==> src/rtl/ztlb_pkg.sv <==
// Shared types and helpers for the zoned TLB lookup unit.
// Assumes permission vectors are {read, write, execute}.
package ztlb_pkg;

    typedef enum logic [1:0] {
        ACC_FETCH = 2'd0,
        ACC_LOAD  = 2'd1,
        ACC_STORE = 2'd2
    } acc_e;

    typedef enum logic [1:0] {
        FLT_NONE = 2'd0,
        FLT_MISS = 2'd1,
        FLT_PROT = 2'd2,
        FLT_ZONE = 2'd3
    } fault_e;

    localparam int PERM_W = 3;
    localparam int PRM_R  = 2;
    localparam int PRM_W  = 1;
    localparam int PRM_X  = 0;

    // True when permission set p allows access kind acc (unused code acts as load).
    function automatic logic perm_allows(input logic [PERM_W-1:0] p, input logic [1:0] acc);
        case (acc)
            ACC_FETCH: return p[PRM_X];
            ACC_STORE: return p[PRM_W];
            default:   return p[PRM_R];
        endcase
    endfunction

endpackage

==> src/rtl/ztlb_entry_array.sv <==
// Slot storage and associative match for the zoned TLB.
// Each slot compares the request under its own page mask and tag; the
// lowest-numbered matching slot drives the selected outputs.
// Assumes stored page numbers carry zero offset bits.
module ztlb_entry_array #(
    parameter int ENTRIES = 8,
    parameter int ADDR_W  = 32,
    parameter int PID_W   = 8,
    parameter int SZ_W    = 3,
    parameter int ZSEL_W  = 4,
    parameter int BASE_LG = 10,
    parameter int IDX_W   = $clog2(ENTRIES)
) (
    input  logic                        clk,
    input  logic                        rst_n,
    input  logic                        wr_en,
    input  logic [IDX_W-1:0]            wr_idx,
    input  logic                        wr_valid,
    input  logic [SZ_W-1:0]             wr_size,
    input  logic [ADDR_W-1:0]           wr_epn,
    input  logic [ADDR_W-1:0]           wr_rpn,
    input  logic [PID_W-1:0]            wr_pid,
    input  logic [ZSEL_W-1:0]           wr_zone,
    input  logic [ztlb_pkg::PERM_W-1:0] wr_perm,
    input  logic [ADDR_W-1:0]           lk_addr,
    input  logic [PID_W-1:0]            lk_pid,
    output logic                        hit,
    output logic [ADDR_W-1:0]           raddr,
    output logic [ZSEL_W-1:0]           zone,
    output logic [ztlb_pkg::PERM_W-1:0] perm
);
    import ztlb_pkg::*;

    logic [ENTRIES-1:0]  ent_v;
    logic [SZ_W-1:0]     ent_sz   [ENTRIES];
    logic [ADDR_W-1:0]   ent_epn  [ENTRIES];
    logic [ADDR_W-1:0]   ent_rpn  [ENTRIES];
    logic [PID_W-1:0]    ent_pid  [ENTRIES];
    logic [ZSEL_W-1:0]   ent_zone [ENTRIES];
    logic [PERM_W-1:0]   ent_perm [ENTRIES];

    logic [ADDR_W-1:0]   pg_mask  [ENTRIES];
    logic [ENTRIES-1:0]  match;
    logic [ENTRIES-1:0]  grant;
    logic                taken;

    // Slot storage: clear on reset, overwrite one slot per write.
    always_ff @(posedge clk) begin
        if (!rst_n) begin
            for (int i = 0; i < ENTRIES; i++) begin
                ent_v[i]    <= 1'b0;
                ent_sz[i]   <= '0;
                ent_epn[i]  <= '0;
                ent_rpn[i]  <= '0;
                ent_pid[i]  <= '0;
                ent_zone[i] <= '0;
                ent_perm[i] <= '0;
            end
        end else if (wr_en && (int'(wr_idx) < ENTRIES)) begin
            ent_v[wr_idx]    <= wr_valid;
            ent_sz[wr_idx]   <= wr_size;
            ent_epn[wr_idx]  <= wr_epn;
            ent_rpn[wr_idx]  <= wr_rpn;
            ent_pid[wr_idx]  <= wr_pid;
            ent_zone[wr_idx] <= wr_zone;
            ent_perm[wr_idx] <= wr_perm;
        end
    end

    // Per-slot page mask and match.
    for (genvar g = 0; g < ENTRIES; g++) begin : g_slot
        assign pg_mask[g] = {ADDR_W{1'b1}} << (BASE_LG + int'(ent_sz[g]));
        assign match[g]   = ent_v[g]
                          && ((lk_addr & pg_mask[g]) == ent_epn[g])
                          && ((ent_pid[g] == '0) || (ent_pid[g] == lk_pid));
    end

    // Lowest-index priority pick among matching slots.
    always_comb begin
        grant = '0;
        taken = 1'b0;
        for (int i = 0; i < ENTRIES; i++) begin
            if (match[i] && !taken) begin
                grant[i] = 1'b1;
                taken    = 1'b1;
            end
        end
    end

    // Route the chosen slot's translation and attributes.
    always_comb begin
        raddr = '0;
        zone  = '0;
        perm  = '0;
        for (int i = 0; i < ENTRIES; i++) begin
            if (grant[i]) begin
                raddr = (ent_rpn[i] & pg_mask[i]) | (lk_addr & ~pg_mask[i]);
                zone  = ent_zone[i];
                perm  = ent_perm[i];
            end
        end
    end

    assign hit = taken;


    grant_onehot_chk: assert property (@(posedge clk) disable iff (!rst_n)
        $onehot0(grant));


    grant_valid_only_chk: assert property (@(posedge clk) disable iff (!rst_n)
        (grant & ~ent_v) == '0);

endmodule

==> src/rtl/ztlb_zone_check.sv <==
// Zone protection resolver: turns the zone code of the chosen slot, the
// privilege level and the access kind into granted permissions and a fault.
// Assumes zone 0 owns the most significant code pair of zpr.
module ztlb_zone_check #(
    parameter int ZSEL_W = 4,
    parameter int ZPR_W  = 2 * (1 << ZSEL_W)
) (
    input  logic [ZPR_W-1:0]            zpr,
    input  logic [ZSEL_W-1:0]           zone,
    input  logic                        user,
    input  logic [1:0]                  acc,
    input  logic [ztlb_pkg::PERM_W-1:0] ent_perm,
    output logic [ztlb_pkg::PERM_W-1:0] perm,
    output ztlb_pkg::fault_e            fault
);
    import ztlb_pkg::*;

    logic [1:0] code;
    logic       use_entry;

    // Pick the zone code, then decide between forced grant, block or slot rights.
    always_comb begin
        code      = zpr[(ZPR_W - 2) - 2 * int'(zone) +: 2];
        use_entry = 1'b0;
        perm      = '0;
        fault     = FLT_NONE;
        case (code)
            2'd3: perm = '1;
            2'd2: if (user) use_entry = 1'b1; else perm = '1;
            2'd1: use_entry = 1'b1;
            default: if (user) fault = FLT_ZONE; else use_entry = 1'b1;
        endcase
        if (use_entry) begin
            perm = ent_perm;
            if (!perm_allows(ent_perm, acc)) fault = FLT_PROT;
        end
    end

endmodule

==> src/rtl/ztlb_lookup.sv <==
// Zoned TLB lookup unit, top level.
// One-cycle lookup: slot match and zone resolution are combinational, the
// response and the syndrome register are captured on the next rising edge.
// Assumes a synchronous active-low reset and one request per cycle at most.
module ztlb_lookup #(
    parameter int ENTRIES       = 8,
    parameter int ADDR_W        = 32,
    parameter int PID_W         = 8,
    parameter int SZ_W          = 3,
    parameter int ZSEL_W        = 4,
    parameter int BASE_LG       = 10,
    parameter int SYND_W        = 32,
    parameter int SYND_ZONE_BIT = 22,
    parameter int IDX_W         = $clog2(ENTRIES),
    parameter int ZPR_W         = 2 * (1 << ZSEL_W)
) (
    input  logic                clk,
    input  logic                rst_n,
    input  logic                wr_en,
    input  logic [IDX_W-1:0]    wr_idx,
    input  logic                wr_valid,
    input  logic [SZ_W-1:0]     wr_size,
    input  logic [ADDR_W-1:0]   wr_epn,
    input  logic [ADDR_W-1:0]   wr_rpn,
    input  logic [PID_W-1:0]    wr_pid,
    input  logic [ZSEL_W-1:0]   wr_zone,
    input  logic [2:0]          wr_perm,
    input  logic [ZPR_W-1:0]    zpr,
    input  logic                req_valid,
    input  logic [ADDR_W-1:0]   req_addr,
    input  logic [PID_W-1:0]    req_pid,
    input  logic [1:0]          req_acc,
    input  logic                req_user,
    output logic                rsp_valid,
    output logic                rsp_hit,
    output logic [ADDR_W-1:0]   rsp_addr,
    output logic [2:0]          rsp_perm,
    output logic [1:0]          rsp_fault,
    output logic [SYND_W-1:0]   syndrome
);
    import ztlb_pkg::*;

    localparam logic [SYND_W-1:0] SYND_ZONE = SYND_W'(1) << SYND_ZONE_BIT;

    logic                 a_hit;
    logic [ADDR_W-1:0]    a_raddr;
    logic [ZSEL_W-1:0]    a_zone;
    logic [PERM_W-1:0]    a_perm;
    logic [PERM_W-1:0]    z_perm;
    fault_e               z_fault;

    ztlb_entry_array #(
        .ENTRIES (ENTRIES), .ADDR_W (ADDR_W), .PID_W (PID_W),
        .SZ_W (SZ_W), .ZSEL_W (ZSEL_W), .BASE_LG (BASE_LG), .IDX_W (IDX_W)
    ) u_array (
        .clk      (clk),
        .rst_n    (rst_n),
        .wr_en    (wr_en),
        .wr_idx   (wr_idx),
        .wr_valid (wr_valid),
        .wr_size  (wr_size),
        .wr_epn   (wr_epn),
        .wr_rpn   (wr_rpn),
        .wr_pid   (wr_pid),
        .wr_zone  (wr_zone),
        .wr_perm  (wr_perm),
        .lk_addr  (req_addr),
        .lk_pid   (req_pid),
        .hit      (a_hit),
        .raddr    (a_raddr),
        .zone     (a_zone),
        .perm     (a_perm)
    );

    ztlb_zone_check #(
        .ZSEL_W (ZSEL_W), .ZPR_W (ZPR_W)
    ) u_zone (
        .zpr      (zpr),
        .zone     (a_zone),
        .user     (req_user),
        .acc      (req_acc),
        .ent_perm (a_perm),
        .perm     (z_perm),
        .fault    (z_fault)
    );

    // Response register: capture translation result for each request.
    always_ff @(posedge clk) begin
        if (!rst_n) begin
            rsp_valid <= 1'b0;
            rsp_hit   <= 1'b0;
            rsp_addr  <= '0;
            rsp_perm  <= '0;
            rsp_fault <= FLT_NONE;
        end else begin
            rsp_valid <= req_valid;
            if (req_valid) begin
                rsp_hit   <= a_hit;
                rsp_addr  <= a_hit ? a_raddr : '0;
                rsp_perm  <= a_hit ? z_perm  : '0;
                rsp_fault <= a_hit ? z_fault : FLT_MISS;
            end
        end
    end

    // Syndrome register: set on zone fault, cleared on permission fault.
    always_ff @(posedge clk) begin
        if (!rst_n) begin
            syndrome <= '0;
        end else if (req_valid && a_hit) begin
            if (z_fault == FLT_ZONE)      syndrome <= SYND_ZONE;
            else if (z_fault == FLT_PROT) syndrome <= '0;
        end
    end


    miss_zero_out_chk: assert property (@(posedge clk) disable iff (!rst_n)
        (rsp_valid && rsp_fault == FLT_MISS) |-> (!rsp_hit && rsp_addr == '0 && rsp_perm == '0));


    miss_keeps_synd_chk: assert property (@(posedge clk) disable iff (!rst_n)
        (rsp_valid && rsp_fault == FLT_MISS) |-> (syndrome == $past(syndrome)));


    zone_fault_synd_chk: assert property (@(posedge clk) disable iff (!rst_n)
        (rsp_valid && rsp_fault == FLT_ZONE) |-> (syndrome == SYND_ZONE && rsp_perm == '0));


    prot_fault_clear_chk: assert property (@(posedge clk) disable iff (!rst_n)
        (rsp_valid && rsp_fault == FLT_PROT) |-> (syndrome == '0));


    rsp_follows_req_chk: assert property (@(posedge clk) disable iff (!rst_n)
        req_valid |=> rsp_valid);


    clean_needs_hit_chk: assert property (@(posedge clk) disable iff (!rst_n)
        (rsp_valid && rsp_fault == FLT_NONE) |-> rsp_hit);

endmodule

==> config.mk <==
export PLATFORM = sky130hd
export DESIGN_NAME = ztlb_lookup
export DESIGN_NICKNAME = d
export VERILOG_FILES = /design/src/rtl/ztlb_pkg.sv /design/src/rtl/ztlb_entry_array.sv /design/src/rtl/ztlb_zone_check.sv /design/src/rtl/ztlb_lookup.sv
export SDC_FILE = /design/constraint.sdc
export NUM_CORES = 1
export LEC_CHECK = 0
export ABC_AREA = 0
export BUFFER_PORTS_ARGS = -buffer_cell sky130_fd_sc_hd__clkbuf_2
export CAP_MARGIN = 20
export CORE_UTILIZATION = 34
export DETAILED_ROUTE_END_ITERATION = 10
export SLEW_MARGIN = 40
export SYNTH_ARGS = -nofsm -noshare
export SYNTH_HDL_FRONTEND = slang
export SYNTH_SLANG_ARGS = --single-unit
==> constraint.sdc <==
create_clock -name clk -period 6.9 [get_ports clk]
set_input_delay 0.345 -clock clk [delete_from_list [all_inputs] [get_ports clk]]
set_output_delay 0.345 -clock clk [all_outputs]
set_load 0.02 [all_outputs]
; ---- Word-level counts from Yosys, hierarchy flattened
; Memory sizes are Yosys's and may differ from the RTL's.
; Index checks and enable logic that the tools add are counted.
[totals]
register_bits = 79
mem_bits_rw = 656
inputBits = 165
out_inout_bits = 71
wordCells = 234
memories = 6
[mem_list]
columns = memory, depth, word_bits, read_ports, rd_clocked_by_memory_dff, write_ports, line
row1 = u_array.ent_epn, 8, 32, 8, 0, 8, ztlb_entry_array.sv:36  ; logic [ADDR_W-1:0] ent_epn [ENTRIES];
row2 = u_array.ent_rpn, 8, 32, 8, 0, 8, ztlb_entry_array.sv:37  ; logic [ADDR_W-1:0] ent_rpn [ENTRIES];
row3 = u_array.ent_pid, 8, 8, 8, 0, 8, ztlb_entry_array.sv:38  ; logic [PID_W-1:0] ent_pid [ENTRIES];
row4 = u_array.ent_zone, 8, 4, 8, 0, 8, ztlb_entry_array.sv:39  ; logic [ZSEL_W-1:0] ent_zone [ENTRIES];
row5 = u_array.ent_perm, 8, 3, 8, 0, 8, ztlb_entry_array.sv:40  ; logic [PERM_W-1:0] ent_perm [ENTRIES];
row6 = u_array.ent_sz, 8, 3, 8, 0, 8, ztlb_entry_array.sv:35  ; logic [SZ_W-1:0] ent_sz [ENTRIES];
[classes]
add_sub_neg = 9
n_lt_le_gt_ge = 2
eq_ne = 22
n_shift = 9
mux = 81
n_bitwise = 40
reduce_logical = 58
[op_table]
columns = operator, n
row1 = AND 32 bit, 24
row2 = two-way mux 32 bit, 13
row3 = == test 32 bit, 8
row4 = inverter 32 bit, 8
row5 = bitwise OR 32 bit, 8
row6 = "left shift 32 x 32 -> 32 bit, first input constant", 8
row7 = == test 8 bit, 8
row8 = logical NOT 8 bit, 8
row9 = OR reduction 32 bit, 2
row10 = two-way mux 3 bit, 19
row11 = "adder 4 x 3 -> 5 bit, first input constant", 8
row12 = two-way mux 4 bit, 9
row13 = indexed part select 32 x 32 -> 2 bit, 1
row14 = two-way mux 1 bit, 29
row15 = logical AND 1 bit, 25
row16 = "== test 2 bit, second input constant", 5
row17 = two-way mux 2 bit, 5
row18 = OR reduction 3 bit, 3
row19 = bitwise mux 8 bit, 1
row20 = logical OR 1 bit, 8
row21 = two-way mux 8 bit, 1
row22 = OR reduction 8 bit, 1
row23 = logical NOT 1 bit, 7
row24 = case mux 3 bit (2 select lines), 1
row25 = other kinds (11), 11

; ---- Logic depth before layout (Yosys ltp)
; Gate-level depths: netlist (run 1).
; An unclocked memory read counts as a cell.
[depth]
word_depth = 40
ltp_mapped = 19
ltp_nobuf = 16

; ---- By module
; Synthesis (run 1) repeated with hierarchy kept, for this count alone.
[unflattened]
cells_unflattened = 2804
hier_area_um2 = 33494.6
[modules_own_cells]
columns = module, instances, cells_each, area_each_um2, seq_area_each_um2
row1 = ztlb_entry_array, 1, 2570, 31272.5, 18417.7
row2 = ztlb_lookup, 1, 204, 1866.8, 800.8
row3 = ztlb_zone_check, 1, 30, 355.3, 0.0

; ---- Worst setup path before layout (run 1)
; OpenSTA, ideal clock, no wires.
[synth_path]
path_kind = input port to flip-flop
startpoint = in wr_idx[0]
endpoint = mem u_array.ent_epn[0][0] (enable)
setup_time_ns = 0.636
arrival_ns = 6.384
required_time_ns = 6.264
setup_slack_ns = -0.120
path_stages = 2
path_buffers = 0
path_cell_list = nand2b_1 > o31ai_1
[synth_rtl]
columns = element, line
row1 = from (decl), ztlb_lookup.sv:20  ; input logic [IDX_W-1:0] wr_idx,
row2 = to (decl), ztlb_entry_array.sv:36

==> results of run 1 <==
-- Yosys cell counts, drive strengths merged (13+ instances only) --
| library cell | count | area, sq um |
|---|---|---|
| a22oi | 30 | 230 |
| nand3 | 41 | 205 |
| edfxtp | 600 | 18000 |
| mux2i | 67 | 671 |
| nand3b | 13 | 97.6 |
| nor4 | 74 | 478 |
| nor2b | 21 | 131 |
| nor3 | 45 | 235 |
| nand2b | 41 | 257 |
| xnor2 | 120 | 1050 |
| nor3b | 15 | 113 |
| mux2 | 32 | 360 |
| xor2 | 110 | 963 |
| o211ai | 14 | 105 |
| nor2 | 99 | 374 |
| or4 | 16 | 124 |
| a21oi | 86 | 430 |
| o22ai | 14 | 87.6 |
| a211oi | 20 | 150 |
| inv | 49 | 184 |
| nand4 | 48 | 300 |
| o21ai | 95 | 475 |
| nand2 | 114 | 428 |
| a31oi | 26 | 163 |
| a221oi | 17 | 149 |
| and2 | 605 | 3780 |
| or3 | 13 | 81.3 |
| ha | 39 | 488 |
| buf | 44 | 298 |
| clkbuf | 154 | 578 |
| dfxtp | 48 | 961 |
-- area by class of cell --
class | instances | area [sq um] | share of cell area
clock inverters | 31 | 312 | 0.00810
well taps | 1276 | 1600 | 0.0415
clock buffers | 100 | 2060 | 0.0536
diodes | 2 | 5.00 | 0.000130
flip-flops and latches | 648 | 19000 | 0.494
repair buffers | 277 | 1750 | 0.0454
multi-input cells | 1990 | 13600 | 0.353
inverters | 51 | 191 | 0.00498
-- worst max-delay path by stage --
stage,startpoint,to,slack (ns)
after floorplan,wr_en,u_array.ent_epn[1][0]$_SDFFCE_PN0P_,0.28
after global placement,u_array.ent_sz[3][1]$_SDFFCE_PN0P_,rsp_fault[1]$_SDFFE_PN0P_,1.25
after detailed placement,u_array.ent_sz[3][1]$_SDFFCE_PN0P_,rsp_fault[1]$_SDFFE_PN0P_,1.20
after CTS,u_array.ent_sz[3][1]$_SDFFCE_PN0P_,rsp_fault[1]$_SDFFE_PN0P_,1.18
after global routing,u_array.ent_sz[3][1]$_SDFFCE_PN0P_,rsp_fault[1]$_SDFFE_PN0P_,0.82
final,u_array.ent_sz[2][1]$_SDFFCE_PN0P_,rsp_addr[19]$_SDFFE_PN0P_,1.12
-- state kept, by name, summed over array words and instances, names as in the netlist --
name and flops:
rsp_addr 32, rsp_fault 2, rsp_hit 1, rsp_perm 3, rsp_valid 1, syndrome 1
u_array.ent_epn 256, u_array.ent_perm 24, u_array.ent_pid 64, u_array.ent_rpn 200, u_array.ent_sz 24, u_array.ent_v 8
u_array.ent_zone 32
-- metrics by stage --
stage / utilization / instances
2_1_floorplan: - / 2887
3_3_place_gp: 0.369 / 4226
3_5_place_dp: 0.371 / 4234
4_1_cts: 0.396 / 4369
5_1_grt: 0.397 / 4374
6_report: 0.397 / 4375
-- power groups by stage --
stage	sequential [W]	combinational [W]	clock (W)
2_1_floorplan	0.00475	0.000532	0
3_3_place_gp	0.00473	0.000911	0
3_5_place_dp	0.00474	0.000925	0
4_1_cts	0.00466	0.000930	0.00397
5_1_grt	0.00468	0.00100	0.00412
6_report	0.00466	0.000941	0.00393
-- logic make-up after synthesis --
kind of cell	Yosys count	synth area share
simple gates	1195	0.211
other cells	1	0.000113
mux	99	0.0310
xor+xnor	230	0.0605
compound gates	395	0.0795
buf+inv	249	0.0321
flops	648	0.570
fa+ha+maj	40	0.0150
-- metal layers --
metal | up-vias | share of wire | routed length (um)
li1 | 10700 | - | -
met2 | 1016 | 0.48 | 55700
met3 | 192 | 0.072 | 8310
met1 | 11800 | 0.41 | 47200
met4 | 2 | 0.034 | 3880
met5 | - | 0.000096 | 11
==> results by group, run 1 <==
Flow run
  • Max cap viols: 0

Routing
  • Avg Vias per Cell: 5.41
  • Final wirelength: 115 mm
  • DR vias: 23700
  • Residual DRC count: between 80 and 90
  • Drt wl/cell: between 20 and 30 um
  • Iteration-0 DRC count of the detailed router: 2510
  • 1st-pass router iterations: 8
  • Antenna viol nets, final: 0

Synthesis
  • Synth warn: 0
  • Async SR Flop Fraction: 0
  • Yosys cell types: 86
  • Ys flop type: edfxtp_1
  • Cells after Synth: 2857
  • Share of the yosys chip area belonging to registers: 0.570
  • Synthesized area per cell: about 12 sq um
  • #FFs+latches synth: 648
  • Mapped Area: 0.0333 sq mm
  • Post-synth EDFFs: 600

Global route
  • Global route overflow: 0
  • Met2 Track Usage GR: 0.386
  • Busiest grt layer: met2
  • GR Util met3: 0.0343
  • GR Util met1: 0.298
  • Largest net degree at the start of global routing: 81
  • Gr usage total: 0.228
  • First-pass GRT wire length: 162 mm
  • Vias in the first global route: 22700
  • Initial antenna violation count: 11

Pwr
  • Sequential power share: 0.489
  • Total Power: 0.00953 W
  • P_sw: about 0.0024 W
  • Switching share of total power: 0.248
  • P_int: 0.00716 W
  • Combinational power share: 0.099
  • Maximum VDD drop: 0.000149 V
  • Leak: 13.8 nW
  • Power Dens Cells: between 200 and 250 mW/mm^2
  • Clock share of power: 0.412

Finish
  • Most common cell after layout, fill and taps aside: and2_1
  • Layout cells sized above 1: 0.149
  • Post-route design area: 0.0384 sq mm
  • Layout area overhead: 15.6%
  • Final #Nets: about 3200
  • Fillers: 9200
  • Most frequent cells in the layout: and2_1 (605), edfxtp_1 (600), clkbuf_2 (202), xnor2_1 (120), nand2_1 (114)

Clock tree
  • CTS Buf Count: 73
  • CTS Hold Bufs: 4
  • CTS tree: yes
  • Clock transition at path regs: roughly 0.060 ns
  • Maximum clock path buffer count: 3
  • CTS root buffer: clkbuf_16
  • Clk_lat worst skew: approximately 0.62 ns
  • # H-tree levels: 3
  • Post-CTS setup buffers: 0
  • CTS resizes: 0
  • Clock sinks: 648

Worst setup path
  • R2r setup slk: between 1 and 1.5 ns
  • Reg-to-reg endpoint: rsp_addr[19]$_SDFFE_PN0P_
  • Arr. time, crit path: 6.25 ns
  • Worst setup EP type: register
  • Crit path top cell by count: a21oi_1
  • Worst R2R Start: u_array.ent_sz[2][1]$_SDFFCE_PN0P_
  • Data required time at the worst endpoint: 7.36 ns
  • Crit path kind: register to register
  • Path depth of the worst reg2reg path: 16
  • Delay-heaviest family, CP: simple AND/OR/NAND/NOR gates
  • CP cell instances: inv_1 > ha_1 > nor4b_1 > a21boi_0 > nor4_1 > nand4_1 > or2_2 > nor2_2 > buf_4 > nand2_1 > a311oi_1 > a21oi_1 > nor3_1 > a21oi_1 > a221oi_1 > a21oi_1
  • Critical path startpoint category: register
  • Crit path depth: 16
  • WP buf/inv: 2
  • CP max stage delay: 0.53 ns
  • Slowest cell on the critical path: ha_1
  • Worst Path Max Fanout: 16

Worst hold path
  • Hold path endpoint: u_array.ent_rpn[0][5]$_SDFFCE_PN0P_
  • Min-Delay Path Depth: 2
  • Hold crit path type: input pin to register
  • Hold Crit Start: wr_rpn[5]

STA
  • RSZ-0062 raised after global routing: false
  • Final Hold Vio Count: 0
  • Final Slew Violations: 0
  • Final setup TNS: 0 ns
  • Slew headroom: 0.399
  • Skew final: 0.0243 ns
  • Worst hold-check slack: 0.0266 ns
  • Slew of the pin with the lowest slew margin: 0.899 ns
  • FMAX: 0.173 GHz
  • Final setup viols: 0
  • Worst setup margin: approximately 1.1 ns
  • Final clock period utilization by the worst path: 0.838
  • Min cycle time layout: 5.78 ns

Die
  • Initial Util: 0.344
  • Horiz. Die Dim: 315 um
  • Die area: 0.0991 sq mm
  • Die Height: 315 um
  • I/O Pins: 236
  • Core area: 0.0969 sq mm
  • Rows: 114

Place
  • DP HPWL: approximately 79 mm
  • Post-DP Area: 0.0359 sq mm
  • Worst slack, placed: between 1 and 1.5 ns
  • Port bufs: around 200
  • GPL Wtd Cong: 0.951

Status
  • Failing checks: design-rule violations
  • Status: complete, but fails checks
Power figures use the tool's default switching activity.
==> run 2: changes to the inputs <==
Clock period 6.9 ns to 4.8 ns, I/O delays scaled along.
==> run 2 against run 1 <==
  * The run still ends with design-rule violations left
  * Largest cell class unchanged
  * Sequential power is 44% higher
  * Combinational power up 54%
  * Final cell count grew 3.5%
  * Global-route usage up 0.56 points
  * Setup slack worse by 1.0 ns
  * Sequential share of layout area fell by 1.6 points
==> results by group, run 2 (same netlist as run 1, synthesis figures left out) <==
Finish
  • Max FFs per register: 256
  • Most frequent cells in the layout: and2_1 (605), edfxtp_1 (600), clkbuf_2 (201), buf_4 (184), xnor2_1 (120)
  • Most common cell after layout, fill and taps aside: and2_1
  • Layout area overhead: 19.4%
  • Biggest register: u_array.ent_epn
  • Final #Nets: 3392
  • Biggest regs: u_array.ent_epn: 256 flops, u_array.ent_rpn: 200 flops, u_array.ent_pid: 64 flops
  • Layout cells sized above 1: 0.189
  • Post-route design area: around 0.04 sq mm

STA
  • Slew of the pin with the lowest slew margin: 0.878 ns
  • Final setup TNS: 0 ns
  • Final Hold Vio Count: 0
  • Min cycle time layout: 4.68 ns
  • Final Slew Violations: 0
  • FMAX: ~0.21 GHz
  • Slew headroom: 0.415
  • Final setup viols: 0
  • Skew final: approximately 0.026 ns
  • Final clock period utilization by the worst path: 0.976
  • RSZ-0062 raised after global routing: true

Routing
  • 1st-pass router iterations: 8
  • Drt wl/cell: 26.0 um
  • Avg Vias per Cell: 5.37
  • Residual DRC count: 72
  • Iteration-0 DRC count of the detailed router: 2513
  • DR vias: 24300
  • Antenna viol nets, final: 0
  • Final wirelength: 117 mm

Clock tree
  • CTS tree: yes
  • CTS root buffer: clkbuf_16
  • Clk_lat worst skew: ~0.62 ns
  • Clock transition at path regs: around 0.060 ns
  • CTS Buf Count: 74
  • Maximum clock path buffer count: 3
  • # H-tree levels: 3
  • Clock sinks: 648

Die
  • Rows: 114
  • Horiz. Die Dim: about 310 um
  • Die area: 0.0991 sq mm
  • Initial Util: 0.344
  • I/O Pins: 236
  • Core area: 0.0969 sq mm
  • Die Height: 315 um

Pwr
  • Leak: ~14 nW
  • Maximum VDD drop: around 0.00023 V
  • Power Dens Cells: between 300 and 400 mW/mm^2
  • Total Power: around 0.014 W

Worst setup path
  • Crit path kind: register to register
  • Worst Path Max Fanout: 7
  • Data required time at the worst endpoint: between 5 and 6 ns
  • Critical path startpoint category: register
  • Arr. time, crit path: 5.19 ns
  • Worst setup EP type: register

Global route
  • Vias in the first global route: 23700
  • Global route overflow: 0
  • Gr usage total: 0.234
  • Initial antenna violation count: 6
  • Largest net degree at the start of global routing: 77
  • First-pass GRT wire length: 167 mm

Place
  • GPL Wtd Cong: between 0.9 and 1
  • Port bufs: 202
  • Post-DP Area: 0.0369 sq mm
  • DP HPWL: 82.9 mm

Flow run
  • Max cap viols: 0

Status
  • Status: complete, but fails checks
  • Failing checks: design-rule violations

Worst hold path
  • Hold crit path type: input pin to register
[run 2: final cells by class]
type / instances / area [sq um]
diodes: 4 / 10.0
clock buffers: 99 / 2040
clock inverters: 35 / 308
fillers: 9140 / 57100
inverters: 51 / 191
multi-input cells: 1991 / 13700
flip-flops and latches: 648 / 19000
well taps: 1276 / 1600
repair buffers: 422 / 2910
[run 2: final timing paths]
kind	depth (start not counted)	endpoint	slack, ns	from
max	18	rsp_perm[2]$_SDFFE_PN0P_	0.12	u_array.ent_sz[7][1]$_SDFFCE_PN0P_
min	2	u_array.ent_rpn[4][20]$_SDFFCE_PN0P_	0.02	wr_rpn[20]
max reg2reg	18	rsp_perm[2]$_SDFFE_PN0P_	0.12	u_array.ent_sz[7][1]$_SDFFCE_PN0P_
min reg2reg	2	rsp_addr[0]$_SDFFE_PN0P_	0.47	rsp_addr[0]$_SDFFE_PN0P_
[run 2: what timing repair did]
| item | CTS | global route |
|---|---|---|
| hold buffers | 19 | 0 |
| setup endpoints to repair | 5 | 10 |
| endpoints found under the hold margin | 85 | 0 |
| resized for setup | 5 | 32 |
| pin swaps | 2 | 8 |
| gates cloned | 1 | 0 |
| buffers inserted | 2 | 10 |
[run 2: stage by stage]
stage	hold slack, ns	cells	util	setup slack, ns
floorplan	0.408	2887	-	0.169
global placement	0.455	4349	0.380	-0.000263
detailed placement	0.458	4355	0.381	-0.0792
CTS	0.00248	4511	0.408	0.00533
global route	0.0428	4523	0.410	-0.110
finish	0.0236	4526	0.410	0.116
[run 2: critical path, cell delays in order, from the launching register on]
cell      delay (ns)
edfxtp_1        0.45
ha_1            0.32
buf_4           0.19
a21boi_1        0.22
buf_4           0.17
xnor2_1         0.16
nand4_1         0.22
or2_2           0.37
nor4_2          0.34
buf_4           0.20
nand2_1         0.05
a221o_1         0.37
o221a_4         0.35
mux2i_1         0.16
mux2i_1         0.09
mux2i_1         0.20
mux2i_2         0.16
o21a_2          0.25
o221a_1         0.26
[run 2: where the power goes]
part | total, W | switching [W] | internal, W
logic | 0.00145 | 0.000952 | 0.000498
clock network | 0.00559 | 0.00234 | 0.00326
registers | 0.00670 | 0.000163 | 0.00653
total | 0.0137 | 0.00345 | 0.0103
[run 2: layer usage]
layer  track usage  share of wire  up-vias
met3        0.0359          0.078      192
met4        0.0888          0.037        2
met2         0.394           0.48     1088
met1         0.302           0.40    12000
met5             0        0.00013        -
li1              -              -    11000
